<file path="src/rtl/cfgpre_pkg.sv">
package cfgpre_pkg;

    localparam int HW_W      = 16;
    localparam int EE_AW     = 6;
    localparam int NUM_SLOTS = 32;
    localparam int SLOT_W    = $clog2(NUM_SLOTS);

    typedef logic [HW_W-1:0] hword_t;

    typedef struct packed {
        logic              vld;
        logic [SLOT_W-1:0] slot;
        hword_t            data;
    } shadow_wr_t;

    typedef enum logic [1:0] {
        M_EE_ISSUE,
        M_EE_WAIT,
        M_IDLE,
        M_COPY
    } seq_mode_e;

    typedef enum logic [1:0] {
        RD_IDLE,
        RD_XFER,
        RD_GAP
    } rd_state_e;

    // Pair swap: slot n lives at word (n + 1 - 2*(n mod 2)), i.e. n with bit 0 flipped.
    function automatic logic [EE_AW-1:0] ee_word_of_slot(input logic [SLOT_W-1:0] n);
        return EE_AW'(n) ^ EE_AW'(1);
    endfunction

endpackage

</file>
<file path="src/rtl/cfgpre_mw_reader.sv">
module cfgpre_mw_reader
    import cfgpre_pkg::*;
#(
    parameter int SK_HALF = 2
) (
    input  logic             clk,
    input  logic             rst,
    input  logic             start,
    input  logic [EE_AW-1:0] addr,
    output logic             ready,
    output logic             done,
    output hword_t           data,
    output logic             cs,
    output logic             sk,
    output logic             di,
    input  logic             do_in
);
    localparam int HDR   = 3 + EE_AW;
    localparam int BITS  = HDR + 1 + HW_W;
    localparam int BIT_W = $clog2(BITS);
    localparam int PH_W  = (SK_HALF > 1) ? $clog2(SK_HALF) : 1;
    localparam logic [BIT_W-1:0] FIRST_DATA = BIT_W'(HDR + 1);
    localparam logic [BIT_W-1:0] LAST_BIT   = BIT_W'(BITS - 1);
    localparam logic [PH_W-1:0]  PH_LAST    = PH_W'(SK_HALF - 1);

    rd_state_e        st;
    logic [PH_W-1:0]  ph;
    logic             hi;
    logic [BIT_W-1:0] bit_i;
    logic [HDR-2:0]   hdr_q;
    hword_t           sh;

    assign ready = (st == RD_IDLE);

    always_ff @(posedge clk) begin
        if (rst) begin
            st    <= RD_IDLE;
            ph    <= '0;
            hi    <= 1'b0;
            bit_i <= '0;
            hdr_q <= '0;
            sh    <= '0;
            data  <= '0;
            done  <= 1'b0;
            cs    <= 1'b0;
            sk    <= 1'b0;
            di    <= 1'b0;
        end else begin
            done <= 1'b0;
            case (st)
                RD_IDLE: begin
                    if (start) begin
                        st    <= RD_XFER;
                        cs    <= 1'b1;
                        sk    <= 1'b0;
                        di    <= 1'b1;
                        hdr_q <= {2'b10, addr};
                        bit_i <= '0;
                        ph    <= '0;
                        hi    <= 1'b0;
                    end
                end
                RD_XFER: begin
                    if (ph == PH_LAST) begin
                        ph <= '0;
                        if (!hi) begin
                            hi <= 1'b1;
                            sk <= 1'b1;
                        end else begin
                            hi <= 1'b0;
                            sk <= 1'b0;
                            if (bit_i >= FIRST_DATA) sh <= {sh[HW_W-2:0], do_in};
                            if (bit_i == LAST_BIT) begin
                                st   <= RD_GAP;
                                cs   <= 1'b0;
                                di   <= 1'b0;
                                done <= 1'b1;
                                data <= {sh[HW_W-2:0], do_in};
                            end else begin
                                bit_i <= bit_i + 1'b1;
                                di    <= hdr_q[HDR-2];
                                hdr_q <= hdr_q << 1;
                            end
                        end
                    end else begin
                        ph <= ph + 1'b1;
                    end
                end
                RD_GAP: begin
                    if (ph == PH_LAST) begin
                        ph <= '0;
                        hi <= ~hi;
                        if (hi) st <= RD_IDLE;
                    end else begin
                        ph <= ph + 1'b1;
                    end
                end
                default: st <= RD_IDLE;
            endcase
        end
    end
endmodule

</file>
<file path="src/rtl/cfgpre_srst_gate.sv">
module cfgpre_srst_gate #(
    parameter int MIN_HOLD = 4
) (
    input  logic clk,
    input  logic rst,
    input  logic arm_ok,
    input  logic srst,
    input  logic load_req,
    output logic go
);
    localparam int CW = $clog2(MIN_HOLD + 1);
    localparam logic [CW-1:0] CNT_FULL = CW'(MIN_HOLD);

    logic          armed;
    logic [CW-1:0] cnt;

    assign go = armed && !srst && (cnt == CNT_FULL);

    always_ff @(posedge clk) begin
        if (rst) begin
            armed <= 1'b0;
            cnt   <= '0;
        end else if (go) begin
            armed <= 1'b0;
            cnt   <= '0;
        end else if (armed) begin
            if (cnt != CNT_FULL) cnt <= cnt + 1'b1;
        end else if (arm_ok && srst && load_req) begin
            armed <= 1'b1;
            cnt   <= CW'(1);
        end
    end
endmodule

</file>
<file path="src/rtl/cfg_preload.sv">
module cfg_preload
    import cfgpre_pkg::*;
#(
    parameter int SK_HALF  = 2,
    parameter int SRST_MIN = 4,
    parameter int SW_WORDS = 4,
    parameter int SW_BASE  = 0
) (
    input  logic                   clk,
    input  logic                   rst,
    output logic                   ee_cs,
    output logic                   ee_sk,
    output logic                   ee_di,
    input  logic                   ee_do,
    input  logic [SW_WORDS*32-1:0] sw_cfg_data,
    input  logic                   sw_load_bit,
    input  logic                   sw_rst_bit,
    input  logic                   cfg_ready_set,
    output logic                   shadow_we,
    output logic [SLOT_W-1:0]      shadow_slot,
    output logic [HW_W-1:0]        shadow_wdata,
    output logic                   busy,
    output logic                   cfg_access_ok
);
    localparam int SW_HW = 2 * SW_WORDS;
    localparam int CI_W  = (SW_HW > 1) ? $clog2(SW_HW) : 1;
    localparam logic [CI_W-1:0]   CI_LAST   = CI_W'(SW_HW - 1);
    localparam logic [SLOT_W-1:0] SLOT_LAST = SLOT_W'(NUM_SLOTS - 1);

    seq_mode_e         mode;
    logic [SLOT_W-1:0] slot_q;
    logic [CI_W-1:0]   copy_idx;
    logic              busy_q;
    logic              loaded_q;
    shadow_wr_t        wr_q;

    logic   rd_start, rd_ready, rd_done, sw_go;
    hword_t rd_data;
    hword_t sw_half [SW_HW];

    for (genvar g = 0; g < SW_HW; g++) begin : g_half
        assign sw_half[g] = sw_cfg_data[g*HW_W +: HW_W];
    end

    assign rd_start = (mode == M_EE_ISSUE) && rd_ready;

    cfgpre_mw_reader #(.SK_HALF(SK_HALF)) u_reader (
        .clk   (clk),
        .rst   (rst),
        .start (rd_start),
        .addr  (ee_word_of_slot(slot_q)),
        .ready (rd_ready),
        .done  (rd_done),
        .data  (rd_data),
        .cs    (ee_cs),
        .sk    (ee_sk),
        .di    (ee_di),
        .do_in (ee_do)
    );

    cfgpre_srst_gate #(.MIN_HOLD(SRST_MIN)) u_gate (
        .clk      (clk),
        .rst      (rst),
        .arm_ok   ((mode == M_IDLE) && loaded_q),
        .srst     (sw_rst_bit),
        .load_req (sw_load_bit),
        .go       (sw_go)
    );

    always_ff @(posedge clk) begin
        if (rst) begin
            mode     <= M_EE_ISSUE;
            slot_q   <= '0;
            copy_idx <= '0;
            busy_q   <= 1'b1;
            loaded_q <= 1'b0;
            wr_q     <= '0;
        end else begin
            wr_q.vld <= 1'b0;
            case (mode)
                M_EE_ISSUE: if (rd_ready) mode <= M_EE_WAIT;
                M_EE_WAIT: begin
                    if (rd_done) begin
                        wr_q <= '{vld: 1'b1, slot: slot_q, data: rd_data};
                        if (slot_q == SLOT_LAST) begin
                            busy_q   <= 1'b0;
                            loaded_q <= 1'b1;
                            mode     <= M_IDLE;
                        end else begin
                            slot_q <= slot_q + 1'b1;
                            mode   <= M_EE_ISSUE;
                        end
                    end
                end
                M_IDLE: begin
                    if (sw_go) begin
                        mode     <= M_COPY;
                        busy_q   <= 1'b1;
                        copy_idx <= '0;
                    end
                end
                M_COPY: begin
                    wr_q <= '{vld: 1'b1,
                              slot: SLOT_W'(SW_BASE) + SLOT_W'(copy_idx),
                              data: sw_half[copy_idx]};
                    if (copy_idx == CI_LAST) begin
                        mode   <= M_IDLE;
                        busy_q <= 1'b0;
                    end else begin
                        copy_idx <= copy_idx + 1'b1;
                    end
                end
                default: mode <= M_IDLE;
            endcase
        end
    end

    assign shadow_we     = wr_q.vld;
    assign shadow_slot   = wr_q.slot;
    assign shadow_wdata  = wr_q.data;
    assign busy          = busy_q;
    assign cfg_access_ok = cfg_ready_set && loaded_q && !busy_q;
endmodule

</file>
<file path="config.mk">
export PLATFORM = sky130hd
export DESIGN_NAME = cfg_preload
export DESIGN_NICKNAME = d
export VERILOG_FILES = /design/src/rtl/cfgpre_pkg.sv /design/src/rtl/cfgpre_mw_reader.sv /design/src/rtl/cfgpre_srst_gate.sv /design/src/rtl/cfg_preload.sv
export SDC_FILE = /design/constraint.sdc
export NUM_CORES = 1
export LEC_CHECK = 0
export ABC_AREA = 1
export BUFFER_PORTS_ARGS = -buffer_cell sky130_fd_sc_hd__buf_2
export CORE_MARGIN = 2
export CORE_UTILIZATION = 32
export DETAILED_ROUTE_END_ITERATION = 12
export SETUP_SLACK_MARGIN = 0.4
export SYNTH_ARGS = -nofsm -noshare
export SYNTH_HDL_FRONTEND = slang
export SYNTH_SLANG_ARGS = --single-unit
</file>
<file path="constraint.sdc">
create_clock -name clk -period 4.1 [get_ports clk]
set_input_delay 0.205 -clock clk [delete_from_list [all_inputs] [get_ports clk]]
set_output_delay 0.205 -clock clk [all_outputs]
set_load 0.02 [all_outputs]
</file>
# Word level (Yosys, flattened, before mapping)
# Index checks and enable logic that the tools add are counted.
classes:
  n_addsub: 5
  n_lt_le_gt_ge: 2
  bitwise: 6
  eq_ne: 24
  muxes: 59
  n_reduce_logical: 38
op_table:
  columns: ["op", "count"]
  rows:
  - ["$bmux 16 s3", 1]
  - ["$pmux 22 s2", 1]
  - ["$mux 16", 2]
  - ["$mux 8", 4]
  - ["$mux 2", 11]
  - ["$mux 22", 1]
  - ["$mux 5", 4]
  - ["$reduce_and 4->1", 5]
  - ["$mux 1", 19]
  - ["$ne 2x2->1 const B", 8]
  - ["$pmux 8 s2", 1]
  - ["$mux 3", 5]
  - ["$reduce_and 5->1", 3]
  - ["$ne 2x1->1 const B", 6]
  - ["$reduce_and 3->1", 4]
  - ["$add 5x1->5 const B", 2]
  - ["$eq 5x5->1 const B", 2]
  - ["$pmux 5 s2", 1]
  - ["$reduce_bool 2->1", 5]
  - ["$logic_and 1x1->1", 8]
  - ["$pmux 1 s2", 4]
  - ["$pmux 2 s4", 1]
  - ["$add 3x1->3 const B", 2]
  - ["$eq 2x2->1 const B", 3]
  - ["other kinds (18)", 31]
totals:
  elab_cells: 155
  output_inout_bits: 27
  ff_bits: 90

# Logic depth before layout (Yosys ltp)
logic_depth:
  depth_word: 6
  ltp_mapped: 10
  mapped_depth_nobuf: 10

# By module
# Synthesis repeated with hierarchy kept, for this count alone.
unflattened:
  cells_unflattened: 1008
  area_unflattened_um2: 5933.2
modules_own_cells:
  columns: ["mod", "seq_area_each_um2", "cells_per_inst", "area_per_inst_um2", "instances"]
  rows:
  - ["cfg_preload", 680.7, 639, 3221.8, 1]
  - ["cfgpre_mw_reader", 1041.0, 335, 2454.9, 1]
  - ["cfgpre_srst_gate", 80.1, 34, 256.5, 1]

# Least setup slack after synthesis
# No wires, ideal clock.
synth_timing:
  path_kind: "reg2reg"
  start: "register u_reader.st[1]"
  end: "register u_reader.data[10]"
  period_less_slack_ns: 1.553
  path_slack_ns: 2.547
  setup_ns: 0.116
  arrival_time_ns: 1.437
  stages_incl_launch_ff: 11
  cell_sequence: "dfxtp_1 inv_1 ha_1 inv_2 nor2_4 inv_1 nor2_4 inv_2 buf_2 nor2_1 nor2_1"
synth_between:
  elab_chain_cells: 2
synth_lines:
  columns: ["item", "line", "text"]
  rows:
  - ["from (decl)", "cfgpre_mw_reader.sv:26", "rd_state_e st;"]
  - ["from (signal assigned)", "cfgpre_mw_reader.sv:37", "st <= RD_IDLE;"]
  - ["from (signal assigned)", "cfgpre_mw_reader.sv:53", "st <= RD_XFER;"]
  - ["from (signal assigned)", "cfgpre_mw_reader.sv:74", "st <= RD_GAP;"]
  - ["$eq 2x1->1", "cfgpre_mw_reader.sv:50", "case (st)"]
  - ["$reduce_and 4->1 (no line)", null, null]
  - ["to (signal assigned)", "cfgpre_mw_reader.sv:78", "data <= {sh[HW_W-2:0], do_in};"]
  - ["to (decl)", "cfgpre_mw_reader.sv:12", "output hword_t data,"]
# Every way passes these cells.
# A chain may end at the register's enable or synchronous reset.

# Worst setup path after layout
layout_timing:
  start: "register u_reader.st[1]"
  end: "register u_reader.sh[5]"
layout_between:
  elab_chain_cells: 2
layout_lines:
  columns: ["item", "line", "text"]
  rows:
  - ["$eq 2x1->1", "cfgpre_mw_reader.sv:50", null]
  - ["$reduce_and 4->1 (no line)", null, null]
  - ["to (signal assigned)", "cfgpre_mw_reader.sv:72", "if (bit_i >= FIRST_DATA) sh <= {sh[HW_W-2:0], do_in};"]
  - ["to (decl)", "cfgpre_mw_reader.sv:31", "hword_t sh;"]
# Every way passes these cells.

==> flow_metrics.env <==
export IMPL_grt_start_max_net_pins=85
export IMPL_area_delta_synth_final_pct=22.1
export IMPL_post_dp_cell_area_mm2=0.00621
export IMPL_yosys_top_cells_area="dfxtp_1, nand2_1, nor2_1"
export IMPL_pwr_share_comb_pct=18.8
export IMPL_arrival_ns=2.54
export IMPL_avgRoutedWirePerCell_um=13.4
export IMPL_clkPwrFrac_pct=39.4
export IMPL_synth_nets=990
export IMPL_fin_util_pct=39.7
export IMPL_p_per_area_mw_per_mm2=347
export IMPL_finalSetupViolCount=0
export IMPL_r2r_cells=8
export IMPL_cts_setup_buffers=0
export IMPL_worstHoldStart="sw_load_bit"
export IMPL_drc=0
export IMPL_synthDistinctLibCells=36
export IMPL_rrSetupSlack_ns=1.84
export IMPL_gp_congestion=0.828
export IMPL_hpwl_um=11900
export IMPL_crit_buf_inv=3
export IMPL_synth_top_area_cell="dfxtp_1"
export IMPL_vdd_drop_max_mv=0.222
export IMPL_r2r_start="u_reader.st[1]"
export IMPL_final_common_cell="nand2_1"
export IMPL_leakage_nw=3.28
export IMPL_nNetsFinal=1121
export IMPL_io_pin_count=161
export IMPL_cp_top_family="buffers and inverters"
export IMPL_required_ns=4.38
export IMPL_vias_per_cell=4.68
export IMPL_cts_tree="yes"
export IMPL_clock_path_buffers=2
export IMPL_cts_clk_slew_worst_paths_ns=0.06
export IMPL_ant_nets=0
export IMPL_slew_headroom_pct=30.1
export IMPL_diodes=0
export IMPL_period_share_pct=55.2
export IMPL_rr_endpoint="u_reader.sh[5]"
export IMPL_fillers=1817
export IMPL_final_cell_mix="nand2_1, buf_2, nor2_1"
export IMPL_rsz0062_at_grt="false"
export IMPL_syn_avg_cell_area_um2=6.35
export IMPL_worst_hold_path_endpoint="u_gate.armed"
export IMPL_tns_ns=0
export IMPL_vias=5604
export IMPL_p_sw_w=0.000648
export IMPL_synth_seq_cells=90
export IMPL_crit_path_max_incr_delay_ns=0.45
export IMPL_status="complete, no violations"
export IMPL_h_tree_depth=3
export IMPL_yosysWarningCount=0
export IMPL_pwr_share_seq_pct=41.8
export IMPL_hold_viol=0
export IMPL_firstDrtPassIters=7
export IMPL_drt_wl_total_um=16000
export IMPL_drv_slew=0
export IMPL_min_period_ns=2.26
export IMPL_internal_power_w=0.00162
export IMPL_drive_gt1_share_pct=22.3
export IMPL_grtUsageTotal_pct=17.9
export IMPL_core_mm2=0.0165
export IMPL_synth_top_cell_area_share_pct=33.7
export IMPL_crit_fanout=16
export IMPL_grt_pass1_wl_um=25700
export IMPL_cts_sinks=90
export IMPL_initial_core_util_pct=32.5
export IMPL_fin_area_mm2=0.00653
export IMPL_start_kind="flip-flop"
export IMPL_cts_buffers=9
export IMPL_maxCapViolCount=0
export IMPL_insertion_delay_ns=0.34
export IMPL_antenna_found_initial=0
export IMPL_drt_iter0_drc=329
export IMPL_grt_pass1_vias=5180
export IMPL_cp_slowest_cell="inv_1"
export IMPL_die_area_mm2=0.0178
export IMPL_portBuffers=160
export IMPL_max_freq_mhz=442
export IMPL_fp_dieH_um=133
export IMPL_synthCells=842
export IMPL_tightestPinTransition_ns=1.05
export IMPL_cts_root_buffer="clkbuf_16"
export IMPL_crit_type="reg2reg"
export IMPL_synth_area_mm2=0.00535
export IMPL_skew_ns=0.00704
export IMPL_rows=47
export IMPL_cts_resized=0
export IMPL_cp_cell_sequence="inv_1 > ha_1 > inv_2 > nor2_4 > nand2_1 > inv_1 > nor2_1 > nor2_1"
export IMPL_yosysSeqAreaShare_pct=33.7
export IMPL_whs_path_depth=3
export IMPL_grt_overflow=0
export IMPL_switching_share_pct=28.6
export IMPL_chipWidth_um=133
export IMPL_endpoint_kind="flip-flop"
export IMPL_cts_hold_buffers=0
export IMPL_hold_path_class="in2reg"
-- cell type report --
cell class | instances | area, um2 | area share, %
clock buffers | 11 | 243 | 3.72
clock inverters | 5 | 77.6 | 1.19
inverters | 92 | 350 | 5.37
multi-input cells | 615 | 2940 | 45.1
flip-flops and latches | 90 | 1800 | 27.6
well taps | 220 | 275 | 4.22
repair buffers | 165 | 838 | 12.8
-- worst max-delay path by stage --
stage	endpoint	cells past startpoint	startpoint	slack, ns
global placement	u_reader.sh[12]	8	u_reader.st[1]	1.91
global route	u_reader.sh[5]	8	u_reader.st[1]	1.56
CTS	u_reader.sh[5]	7	u_reader.st[0]	1.80
floorplan	u_reader.data[10]	10	u_reader.st[1]	2.55
finish	u_reader.sh[5]	8	u_reader.st[1]	1.84
detailed placement	u_reader.sh[5]	7	u_reader.st[0]	1.83
-- flip-flops by register name, indices dropped and copies added, names as in the netlist --
name / count
copy_idx: 3
u_reader.bit_i: 5
shadow_wdata: 16
shadow_slot: 5
loaded_q: 1
u_reader.data: 16
shadow_we: 1
u_reader.ph: 1
u_reader.sh: 15
u_reader.hi: 1
mode: 2
u_reader.done: 1
u_reader.sk: 1
busy: 1
slot_q: 5
u_reader.cs: 1
u_reader.di: 1
u_gate.cnt: 3
u_reader.hdr_q: 8
u_gate.armed: 1
u_reader.st: 2
-- Yosys cell counts --
master / n
a22oi_1: 2
a21oi_1: 32
ha_1: 14
nand3_2: 1
o21ai_1: 11
clkbuf_2: 1
nor2_2: 1
buf_1: 3
a211oi_1: 1
buf_4: 1
nand3_1: 83
a21oi_2: 16
buf_8: 1
nor2_1: 140
a31oi_1: 3
o2111ai_1: 1
clkbuf_1: 24
o21a_1: 1
nand2_1: 197
buf_2: 8
inv_4: 2
xnor2_1: 2
nand4_1: 6
buf_6: 5
nand2_2: 2
inv_2: 4
o21ai_0: 86
clkbuf_8: 2
inv_1: 86
nand2_4: 2
or2_4: 1
nor2_8: 2
dfxtp_1: 90
nor3_1: 5
o21ai_2: 2
nor2_4: 4
-- metrics by stage --
stage / power [W] / hold slack (ns) / std cells / setup WS (ns)
6_report: 0.00226 / 0.143 / 1198 / 1.84
5_1_grt: 0.00238 / 0.139 / 1198 / 1.56
4_1_cts: 0.00229 / 0.131 / 1198 / 1.80
3_5_place_dp: 0.00139 / 0.456 / 1182 / 1.83
3_3_place_gp: 0.00140 / 0.454 / 1182 / 1.91
2_1_floorplan: 0.00126 / 0.340 / 842 / 2.55
-- routing by layer --
layer  vias up  share of wire (%)  track usage (%)
met3        19                6.2             3.69
met4         0                1.9             5.73
li1       2952                  -                -
met1      2466                 47             23.5
met2       167                 45             29.5
met5         -                  0                0
-- power by group through the flow --
stage	combinational, W	clock, W	sequential (W)
6_report	0.000426	0.000891	0.000946
5_1_grt	0.000483	0.000947	0.000951
4_1_cts	0.000428	0.000913	0.000946
3_5_place_dp	0.000425	0	0.000965
3_3_place_gp	0.000431	0	0.000964
2_1_floorplan	0.000286	0	0.000971
-- kinds of logic (layout without fill, tap and decap cells) --
logic type      Yosys count  after routing  synth area share, %
compound gates          155            155                 16.1
simple gates            444            444                 35.3
fa+ha+maj                14             14                 3.28
flops                    90             90                 33.7
xor+xnor                  2              2                0.328
buf+inv                 137            273                 11.3
-- worst register-to-register path: cells and delay by family (launching register included) --
kind / cells / cell delay, ns
adder cells (fa/ha/maj): 1 / 0.43
flip-flops: 1 / 0.35
buffers and inverters: 3 / 0.75
AND/OR/NAND/NOR: 4 / 0.67
(Power assumes the default switching activity.)
